### src/rtl/obt_pkg.sv
package obt_pkg;

    localparam int DATA_W = 32;
    localparam int ST_W   = 5;

    localparam int ST_MA     = 0;
    localparam int ST_TA     = 1;
    localparam int ST_RETRY  = 2;
    localparam int ST_NOHIT  = 3;
    localparam int ST_UNSUP  = 4;

    typedef enum logic [1:0] {
        TERM_OK     = 2'd0,
        TERM_MABORT = 2'd1,
        TERM_TABORT = 2'd2,
        TERM_RETRY  = 2'd3
    } term_e;

    typedef enum logic {
        PH_IDLE = 1'b0,
        PH_WAIT = 1'b1
    } phase_e;

    typedef struct packed {
        logic              valid;
        logic              err;
        logic [DATA_W-1:0] data;
    } rsp_t;

    function automatic logic sys_irq_of(input logic [ST_W-1:0] st,
                                        input logic [ST_W-1:0] en);
        logic [ST_W-1:0] hot;
        hot = st & en;
        return |hot[ST_W-1:ST_TA];
    endfunction

endpackage

### src/rtl/obt_win_decode.sv
module obt_win_decode #(
    parameter int NWIN = 4,
    parameter int AW   = 32
) (
    input  logic [AW-1:0]      addr,
    input  logic [NWIN*AW-1:0] win_base,
    input  logic [NWIN*AW-1:0] win_mask,
    input  logic [NWIN-1:0]    win_mem,
    output logic               hit,
    output logic               hit_mem
);
    logic [NWIN-1:0] match;

    for (genvar i = 0; i < NWIN; i++) begin : g_win
        assign match[i] = (((addr ^ win_base[i*AW +: AW]) & ~win_mask[i*AW +: AW]) == '0);
    end

    // lowest index wins when windows overlap
    always_comb begin
        hit     = 1'b0;
        hit_mem = 1'b0;
        for (int i = NWIN - 1; i >= 0; i--) begin
            if (match[i]) begin
                hit     = 1'b1;
                hit_mem = win_mem[i];
            end
        end
    end
endmodule

### src/rtl/obt_retry_ctr.sv
module obt_retry_ctr #(
    parameter int RW = 4
) (
    input  logic          clk,
    input  logic          rst,
    input  logic          load,
    input  logic [RW-1:0] limit,
    input  logic          dec,
    output logic          exhausted
);
    logic [RW-1:0] cnt_q;

    assign exhausted = dec && ((cnt_q == '0) || (cnt_q == RW'(1)));

    always_ff @(posedge clk) begin
        if (rst)
            cnt_q <= '0;
        else if (load)
            cnt_q <= limit;
        else if (dec && cnt_q != '0)
            cnt_q <= cnt_q - RW'(1);
    end
endmodule

### src/rtl/obt_status_regs.sv
module obt_status_regs
    import obt_pkg::*;
(
    input  logic            clk,
    input  logic            rst,
    input  logic [ST_W-1:0] set_vec,
    input  logic            clr_valid,
    input  logic [ST_W-1:0] clr_mask,
    input  logic [ST_W-1:0] irq_en,
    output logic [ST_W-1:0] status,
    output logic            pci_irq,
    output logic            sys_err_irq
);
    logic [ST_W-1:0] st_q;
    logic [ST_W-1:0] clr_eff;

    assign clr_eff = clr_valid ? clr_mask : '0;

    always_ff @(posedge clk) begin
        if (rst)
            st_q <= '0;
        else
            st_q <= (st_q & ~clr_eff) | set_vec;
    end

    assign status      = st_q;
    assign pci_irq     = st_q[ST_MA] & irq_en[ST_MA];
    assign sys_err_irq = sys_irq_of(st_q, irq_en);
endmodule

### src/rtl/obt_term_unit.sv
module obt_term_unit
    import obt_pkg::*;
#(
    parameter int NWIN = 4,
    parameter int AW   = 32,
    parameter int RW   = 4
) (
    input  logic                  clk,
    input  logic                  rst,
    input  logic                  req_valid,
    input  logic [AW-1:0]         req_addr,
    input  logic                  req_write,
    input  logic                  req_burst,
    input  logic [NWIN*AW-1:0]    win_base,
    input  logic [NWIN*AW-1:0]    win_mask,
    input  logic [NWIN-1:0]       win_mem,
    input  logic [RW-1:0]         retry_limit,
    input  logic                  term_valid,
    input  logic [1:0]            term_code,
    input  logic [DATA_W-1:0]     pci_rdata,
    input  logic [ST_W-1:0]       irq_en,
    input  logic                  clr_valid,
    input  logic [ST_W-1:0]       clr_mask,
    output logic                  issue_valid,
    output logic                  rsp_valid,
    output logic                  rsp_err,
    output logic [DATA_W-1:0]     rsp_rdata,
    output logic [ST_W-1:0]       status,
    output logic                  pci_irq,
    output logic                  sys_err_irq
);
    phase_e          phase_q;
    logic            rd_q;
    logic            busy;
    logic            issue_q;
    rsp_t            rsp_q;
    term_e           code;
    logic            hit, hit_mem, exhausted;
    logic            accept, fire, bad_decode;
    logic [ST_W-1:0] set_vec;

    assign code       = term_e'(term_code);
    assign busy       = (phase_q == PH_WAIT);
    assign accept     = !busy && req_valid;
    assign fire       = busy && term_valid;
    assign bad_decode = !hit || (req_burst && !hit_mem);

    obt_win_decode #(.NWIN(NWIN), .AW(AW)) u_dec (
        .addr     (req_addr),
        .win_base (win_base),
        .win_mask (win_mask),
        .win_mem  (win_mem),
        .hit      (hit),
        .hit_mem  (hit_mem)
    );

    obt_retry_ctr #(.RW(RW)) u_retry (
        .clk       (clk),
        .rst       (rst),
        .load      (accept),
        .limit     (retry_limit),
        .dec       (fire && code == TERM_RETRY),
        .exhausted (exhausted)
    );

    always_comb begin
        set_vec            = '0;
        set_vec[ST_NOHIT]  = accept && !hit;
        set_vec[ST_UNSUP]  = accept && hit && req_burst && !hit_mem;
        set_vec[ST_MA]     = fire && code == TERM_MABORT;
        set_vec[ST_TA]     = fire && code == TERM_TABORT;
        set_vec[ST_RETRY]  = fire && code == TERM_RETRY && exhausted;
    end

    obt_status_regs u_st (
        .clk         (clk),
        .rst         (rst),
        .set_vec     (set_vec),
        .clr_valid   (clr_valid),
        .clr_mask    (clr_mask),
        .irq_en      (irq_en),
        .status      (status),
        .pci_irq     (pci_irq),
        .sys_err_irq (sys_err_irq)
    );

    always_ff @(posedge clk) begin
        if (rst) begin
            phase_q <= PH_IDLE;
            rd_q    <= 1'b0;
            issue_q <= 1'b0;
            rsp_q   <= '0;
        end else begin
            issue_q <= 1'b0;
            rsp_q   <= '0;
            if (accept) begin
                rd_q <= !req_write;
                if (bad_decode) begin
                    rsp_q.valid <= 1'b1;
                    rsp_q.err   <= 1'b1;
                end else begin
                    issue_q <= 1'b1;
                    phase_q <= PH_WAIT;
                end
            end else if (fire) begin
                unique case (code)
                    TERM_OK: begin
                        rsp_q.valid <= 1'b1;
                        rsp_q.data  <= rd_q ? pci_rdata : '0;
                        phase_q     <= PH_IDLE;
                    end
                    TERM_MABORT: begin
                        rsp_q.valid <= 1'b1;
                        rsp_q.data  <= rd_q ? '1 : '0;
                        phase_q     <= PH_IDLE;
                    end
                    TERM_TABORT: begin
                        rsp_q.valid <= 1'b1;
                        rsp_q.err   <= 1'b1;
                        phase_q     <= PH_IDLE;
                    end
                    TERM_RETRY: begin
                        if (exhausted) begin
                            rsp_q.valid <= 1'b1;
                            rsp_q.err   <= 1'b1;
                            phase_q     <= PH_IDLE;
                        end else begin
                            issue_q <= 1'b1;
                        end
                    end
                endcase
            end
        end
    end

    assign issue_valid = issue_q;
    assign rsp_valid   = rsp_q.valid;
    assign rsp_err     = rsp_q.err;
    assign rsp_rdata   = rsp_q.data;
endmodule

### config.mk
export PLATFORM = sky130hd
export DESIGN_NAME = obt_term_unit
export DESIGN_NICKNAME = d
export VERILOG_FILES = /design/src/rtl/obt_pkg.sv /design/src/rtl/obt_win_decode.sv /design/src/rtl/obt_retry_ctr.sv /design/src/rtl/obt_status_regs.sv /design/src/rtl/obt_term_unit.sv
export SDC_FILE = /design/constraint.sdc
export NUM_CORES = 1
export LEC_CHECK = 0
export CELL_PAD_IN_SITES_DETAIL_PLACEMENT = 0
export CELL_PAD_IN_SITES_GLOBAL_PLACEMENT = 1
export CORE_AREA = 5 5 149 151
export CTS_BUF_LIST = sky130_fd_sc_hd__clkbuf_2 sky130_fd_sc_hd__clkbuf_4 sky130_fd_sc_hd__clkbuf_8
export CTS_CLUSTER_SIZE = 10
export DETAILED_ROUTE_END_ITERATION = 7
export DIE_AREA = 0 0 154 156
export GPL_TIMING_DRIVEN = 0
export PLACE_DENSITY_LB_ADDON = 0.1
export SLEW_MARGIN = 20
export SYNTH_ARGS = -nofsm -noshare
export SYNTH_HDL_FRONTEND = slang
export SYNTH_SLANG_ARGS = --single-unit
### constraint.sdc
create_clock -name clk -period 2.3 [get_ports clk]
set_input_delay 0.46 -clock clk [delete_from_list [all_inputs] [get_ports clk]]
set_output_delay 0.46 -clock clk [all_outputs]
set_load 0.02 [all_outputs]
# ---- Word level (Yosys, flattened, before mapping)
# Index checks and enable logic that the tools add are counted.
dict set report word_totals {
  out_inout_bits 42
  regBits 46
  wordCells 95
  in_bits 347
}
dict set report op_classes {
  eq_ne 6
  bitwise_logic 18
  reduce_logical 32
  add_sub_neg 1
  n_mux 30
}
# cell count
set op_table {}
lappend op_table {{$and A32 B32 Y32} 4}
lappend op_table {{$logic_not A32 Y1} 4}
lappend op_table {{$not A32 Y32} 4}
lappend op_table {{$xor A32 B32 Y32} 4}
lappend op_table {{$mux W32} 2}
lappend op_table {{$pmux W32 S2} 1}
lappend op_table {{$mux W34} 1}
lappend op_table {{$mux W1} 17}
lappend op_table {{$logic_and A1 B1 Y1} 13}
lappend op_table {{$and A5 B5 Y5} 2}
lappend op_table {{$mux W4} 2}
lappend op_table {{$mux W2} 3}
lappend op_table {{$pmux W1 S2} 3}
lappend op_table {{$reduce_or A3 Y1} 2}
lappend op_table {{$mux W5} 1}
lappend op_table {{$not A5 Y5} 1}
lappend op_table {{$or A5 B5 Y5} 1}
lappend op_table {{$eq A2 B2 Y1 const B} 2}
lappend op_table {{$eq A4 B1 Y1 const B} 1}
lappend op_table {{$logic_not A1 Y1} 4}
lappend op_table {{$logic_not A4 Y1} 1}
lappend op_table {{$reduce_bool A2 Y1} 2}
lappend op_table {{$reduce_bool A4 Y1} 1}
lappend op_table {{$reduce_or A4 Y1} 1}
lappend op_table {{other kinds (9)} 10}

# ---- Longest topological paths before layout
dict set report depth {
  depth_word 12
  mapped_depth 8
  mapped_depth_nobuf 7
}

# ---- Cells and area by module
# From an unflattened synthesis, not the netlist that was laid out.
dict set report unflattened {
  cells_unflattened 410
  hier_area_um2 3669.8
}
# mod cells_each area_each_um2 n_inst seq_area_each_um2
set modules_own_cells {}
lappend modules_own_cells {obt_win_decode 252 1986.9 1 0.0}
lappend modules_own_cells {obt_term_unit 103 1209.9 1 740.7}
lappend modules_own_cells {obt_retry_ctr 31 266.5 1 80.1}
lappend modules_own_cells {obt_status_regs 24 206.4 1 100.1}

# ---- Worst setup path before layout
# Ideal clock, no wire load.
dict set report synth_path {
  path_kind {input to register}
  start {input port req_addr[9]}
  end {register rsp_q (netlist bit rsp_err)}
  cell_stages 8
  setup_slack_ps 334
  path_buffers 1
  t_arrival_ps 1887
  cell_sequence {buf_6 xnor2_2 o22ai_1 nor4_2 nand4_1 or3b_1 o211a_1 o211ai_1}
}
dict set report synth_between {
  elab_chain_cells 12
  word_cells_on_any_way 26
}
# item line_no
set synth_lines {}
lappend synth_lines {{start: declaration} obt_term_unit.sv:11} ;# input logic [AW-1:0] req_addr,
lappend synth_lines {{$xor A32 B32 Y32} obt_win_decode.sv:15} ;# assign match[i] = (((addr ^ win_base[i*AW +: AW]) & ~win_mask[i*AW +: AW]) == '0);
lappend synth_lines {{$and A32 B32 Y32} obt_win_decode.sv:15}
lappend synth_lines {{$logic_not A32 Y1} obt_win_decode.sv:15}
lappend synth_lines {{$mux W1 (4 in a row)} obt_win_decode.sv:23} ;# if (match[i]) begin
lappend synth_lines {{$logic_not A1 Y1} obt_term_unit.sv:46} ;# assign bad_decode = !hit || (req_burst && !hit_mem);
lappend synth_lines {{$logic_and A1 B1 Y1} obt_term_unit.sv:46}
lappend synth_lines {{$logic_or A1 B1 Y1 (*)} obt_term_unit.sv:46}
lappend synth_lines {{$mux W2 (*)} obt_term_unit.sv:98} ;# if (bad_decode) begin
lappend synth_lines {{$mux W2 (*)} obt_term_unit.sv:96} ;# if (accept) begin
lappend synth_lines {{end: declaration} obt_term_unit.sv:36} ;# rsp_t rsp_q;
# Every way passes the cells marked *; elsewhere a longest branch is shown, timed or not.
# A chain may end at the register's enable or synchronous reset.

# ---- Final worst setup path
dict set report layout_path {
  start {input port win_base[96]}
  end {register phase_q, in the netlist busy}
}
dict set report layout_between {
  elab_chain_cells 12
  word_cells_on_any_way 17
}
# item line_no
set layout_lines {}
lappend layout_lines {{start: declaration} obt_term_unit.sv:14} ;# input logic [NWIN*AW-1:0] win_base,
lappend layout_lines {{$xor A32 B32 Y32 (*)} obt_win_decode.sv:15}
lappend layout_lines {{$and A32 B32 Y32 (*)} obt_win_decode.sv:15}
lappend layout_lines {{$logic_not A32 Y1 (*)} obt_win_decode.sv:15}
lappend layout_lines {{$mux W1 (4 in a row)} obt_win_decode.sv:23}
lappend layout_lines {{$logic_not A1 Y1} obt_term_unit.sv:46}
lappend layout_lines {{$logic_and A1 B1 Y1} obt_term_unit.sv:46}
lappend layout_lines {{$logic_or A1 B1 Y1 (*)} obt_term_unit.sv:46}
lappend layout_lines {{$ne A2 B2 Y1 (no source line) (*)} -}
lappend layout_lines {{$reduce_and A3 Y1 (no source line) (*)} -}
lappend layout_lines {{end signal: assignment} obt_term_unit.sv:89} ;# phase_q <= PH_IDLE;
lappend layout_lines {{end signal: assignment} obt_term_unit.sv:103} ;# phase_q <= PH_WAIT;
lappend layout_lines {{end signal: assignment} obt_term_unit.sv:110} ;# phase_q <= PH_IDLE;
lappend layout_lines {{end: declaration} obt_term_unit.sv:32} ;# phase_e phase_q;
# Marked as above.

==> results.py <==
metrics = {
    "placement": {
        "place_inst": 1069,
        "hpwl_um": 20610,
        "place_congestion": 0.9011,
        "io_buffers": 355,
    },
    "grt": {
        "grt_max_degree": 16,
        "grt_pass1_wl_um": 31510,
        "grt_usage": 0.1758,
        "overflow": 0,
        "grt_antenna_before_repair": 7,
        "grt_pass1_vias": 5049,
    },
    "critical_path": {
        "setup.worst_path.start_class": "primary input",
        "r2r_cells": 6,
        "path_max_fanout": 3,
        "crit_slowest_cell": "clkdlybuf4s50_1",
        "cp_slowest_stage_delay_ps": 470,
        "worstPathArrival_ps": 2440,
        "rr_endpoint": "busy",
        "required_ps": 2510,
        "path_class": "primary input to register",
        "timing.rr.start": "u_retry.cnt_q[0]",
        "end_kind": "register",
        "r2r_slack_ps": 650,
        "cp_cell_sequence": "clkdlybuf4s50_1 > xnor2_1 > o22ai_1 > nor4_2 > nand4_1 > buf_6 > nor3b_4 > o211ai_1 > a311oi_1",
    },
    "sta": {
        "relSlewSlack": 0.6596,
        "worstMarginPinSlew_ps": 510.6,
        "setup_violations": 0,
        "final.min_clock_period_ps": 2224,
        "finalSetupTns_ps": 0,
        "clock_skew_ps": 3.297,
        "period_share": 0.9670,
        "timing.fmax_mhz": 449.6,
        "hold_viol": 0,
        "maxSlewViolCount": 0,
    },
    "synth": {
        "yosysUniqueCellTypes": 38,
        "synthMuxAreaShare": 0,
        "ys_seq_area_frac": 0.2535,
        "yosysTopAreaCell": "xnor2_1",
        "ys.flop_type": "dfxtp_1",
        "syn_avg_cell_area_um2": 8.274,
        "synth_xor_area_frac": 0.3324,
        "synth_cells": 439,
        "synth.top_cell.area_share": 0.2918,
        "netlist_area_mm2": 0.003632,
        "synth_compound_area_frac": 0.1626,
        "yosys.area_share.adder": 0.006889,
        "ys_warn_count": 0,
        "syn-num-nets": 788,
        "yosys-top-cells-area": "xnor2_1 (29%), dfxtp_1 (25%), o22ai_1 (11%)",
        "synth_edf_count": 0,
        "ys_ff_latch": 46,
        "ys_async_sr_fraction": 0,
        "synth_top_cells_by_count": "xnor2_1 (121), nor2_1 (73), o22ai_1 (65), dfxtp_1 (46), buf_6 (16)",
        "synth_simple_gate_area_share": 0.1585,
        "synth.most_common_cell": "xnor2_1",
        "synth_top_family_by_area": "XOR/XNOR gates",
    },
    "floorplan": {
        "pin_count": 389,
        "die_w_um": 154,
        "dieArea_mm2": 0.02402,
        "start_util": 0.1756,
        "row_count": 53,
        "core_area_mm2": 0.02069,
        "fp.dieH_um": 156,
    },
    "drt": {
        "dr.pass1.iters": 4,
        "routedWlPerCell_um": 20.97,
        "drt-total-wl_um": 22860,
        "vias_per_cell": 4.283,
        "drt_iter0_drc": 103,
        "vias": 4669,
        "drtAntennaViolNets": 0,
        "drc": 0,
    },
    "cts": {
        "clock_latency_ps": 290,
        "cts_hold_buf": 0,
        "cts_made_buffers": 5,
        "cts.clk_slew.worst_paths_ps": 90,
        "clock-sinks": 46,
        "clockBufferDepth": 2,
        "cts_root_buffer": "clkbuf_8",
        "htree_levels": 2,
        "cts_tree": "yes",
    },
    "cells_and_area": {
        "nNetsFinal": 1157,
        "fin_cells": 1090,
        "multi_input_area_mm2": 0.003087,
        "fin_util": 0.4124,
        "area.growth.synth_to_final_pct": 134.9,
        "fillers": 2118,
        "regArea_um2": 920.9,
        "drive_gt1_frac": 0.1854,
    },
    "power": {
        "peakVddDrop_mv": 0.2027,
        "power_mw": 2.730,
        "p_per_area_mw_per_mm2": 319.9,
        "p_leak_nw": 3.601,
    },
    "worst_hold_path": {
        "min_from": "rd_q",
        "whs_endpoint": "rd_q",
        "hold_depth": 2,
        "worst_hold_path_type": "register to register",
    },
    "run": {
        "drv_cap": 0,
    },
    "run_status": {
        "status": "complete, no violations",
    },
}
## layout by cell type (no fill, tap or decap), types with 3 or more instances in the layout
cell type	n
clkdlybuf4s50_1	272
o22ai_2	36
buf_4	4
dlygate4sd2_1	21
o21ai_0	3
o22ai_1	28
clkbuf_2	10
diode_2	6
a211oi_1	4
nor4_2	6
nor4_4	8
nand4_1	6
buf_6	19
clkbuf_8	5
nor2b_1	3
dlymetal6s2s_1	60
buf_2	6
xnor2_2	45
clkbuf_1	9
o211ai_1	4
nor2_1	73
a21oi_1	6
dfxtp_1	46
inv_1	5
xnor2_1	84
nand2_1	14
## cell type report
class | instances | area share
clock buffers | 5 | 0.008065
plain buffers | 41 | 0.03446
flip-flops and latches | 46 | 0.1079
multi-input cells | 347 | 0.3617
inverters | 5 | 0.002199
clock inverters | 3 | 0.005132
well taps | 275 | 0.04032
diodes | 6 | 0.001760
repair buffers | 362 | 0.4384
## cell families (layout without fill, tap and decap cells)
group,Yosys count,in the layout
adders and majority gates,2,2
AOI/OAI and AO/OA,91,91
and+or+nand+nor,123,123
buffers and inverters,46,416
DFF,46,46
other,0,6
xor gates and xnor gates,131,131
## sequential cells by signal, summed over array words and instances (netlist names)
signal         cells
rd_q               1
rsp_err            1
rsp_rdata         32
u_retry.cnt_q      4
issue_valid        1
rsp_valid          1
u_st.status        5
busy               1
## through the flow
| step | cell area, µm² | setup WS (ps) | hold slack, ps |
|---|---|---|---|
| after floorplan | 3632 | 334.2 | 478.4 |
| after global placement | 7530 | -981.6 | 489.8 |
| final | 8533 | 75.87 | 501.7 |
| after global routing | 8533 | -18.32 | 525.0 |
| after detailed placement | 7530 | -1056 | 499.4 |
| after CTS | 7935 | 0.7301 | 509.9 |
## repair_timing
item | 4_1_cts | 5_1_grt
setup buffers | 5 | 2
resized for setup | 65 | 123
pin swaps | 61 | 94
gates cloned | 0 | 0
setup endpoints to repair | 6 | 5
## worst max path at each step
stage | startpoint | endpoint | cells past startpoint
after global routing | win_base[104] | busy | 9
after global placement | win_base[113] | busy | 8
after detailed placement | win_base[113] | busy | 8
final | win_base[96] | busy | 9
after floorplan | req_addr[9] | rsp_err | 8
after CTS | win_base[108] | busy | 9
## worst max-delay path: cells and delay by family
kind	cells	cell delay [ps]
xor gates and xnor gates	1	120
and+or+nand+nor	3	690
AOI/OAI and AO/OA	3	520
buffers and inverters	2	640
## power breakdown
group	total (mW)	internal (mW)	leakage [nW]	switching, mW
Combinational	1.31	0.818	3.17	0.491
Clock	0.608	0.326	0.0586	0.282
Sequential	0.812	0.805	0.373	0.00660
## per-layer routing
metal | GRT usage | vias up | routed length [µm]
li1 | - | 2258 | -
met1 | 0.1813 | 2137 | 8002
met2 | 0.3349 | 243 | 12240
met3 | 0.06075 | 29 | 2079
met4 | 0.05214 | 2 | 528
met5 | 0 | - | 13
(Power assumes the default switching activity.)
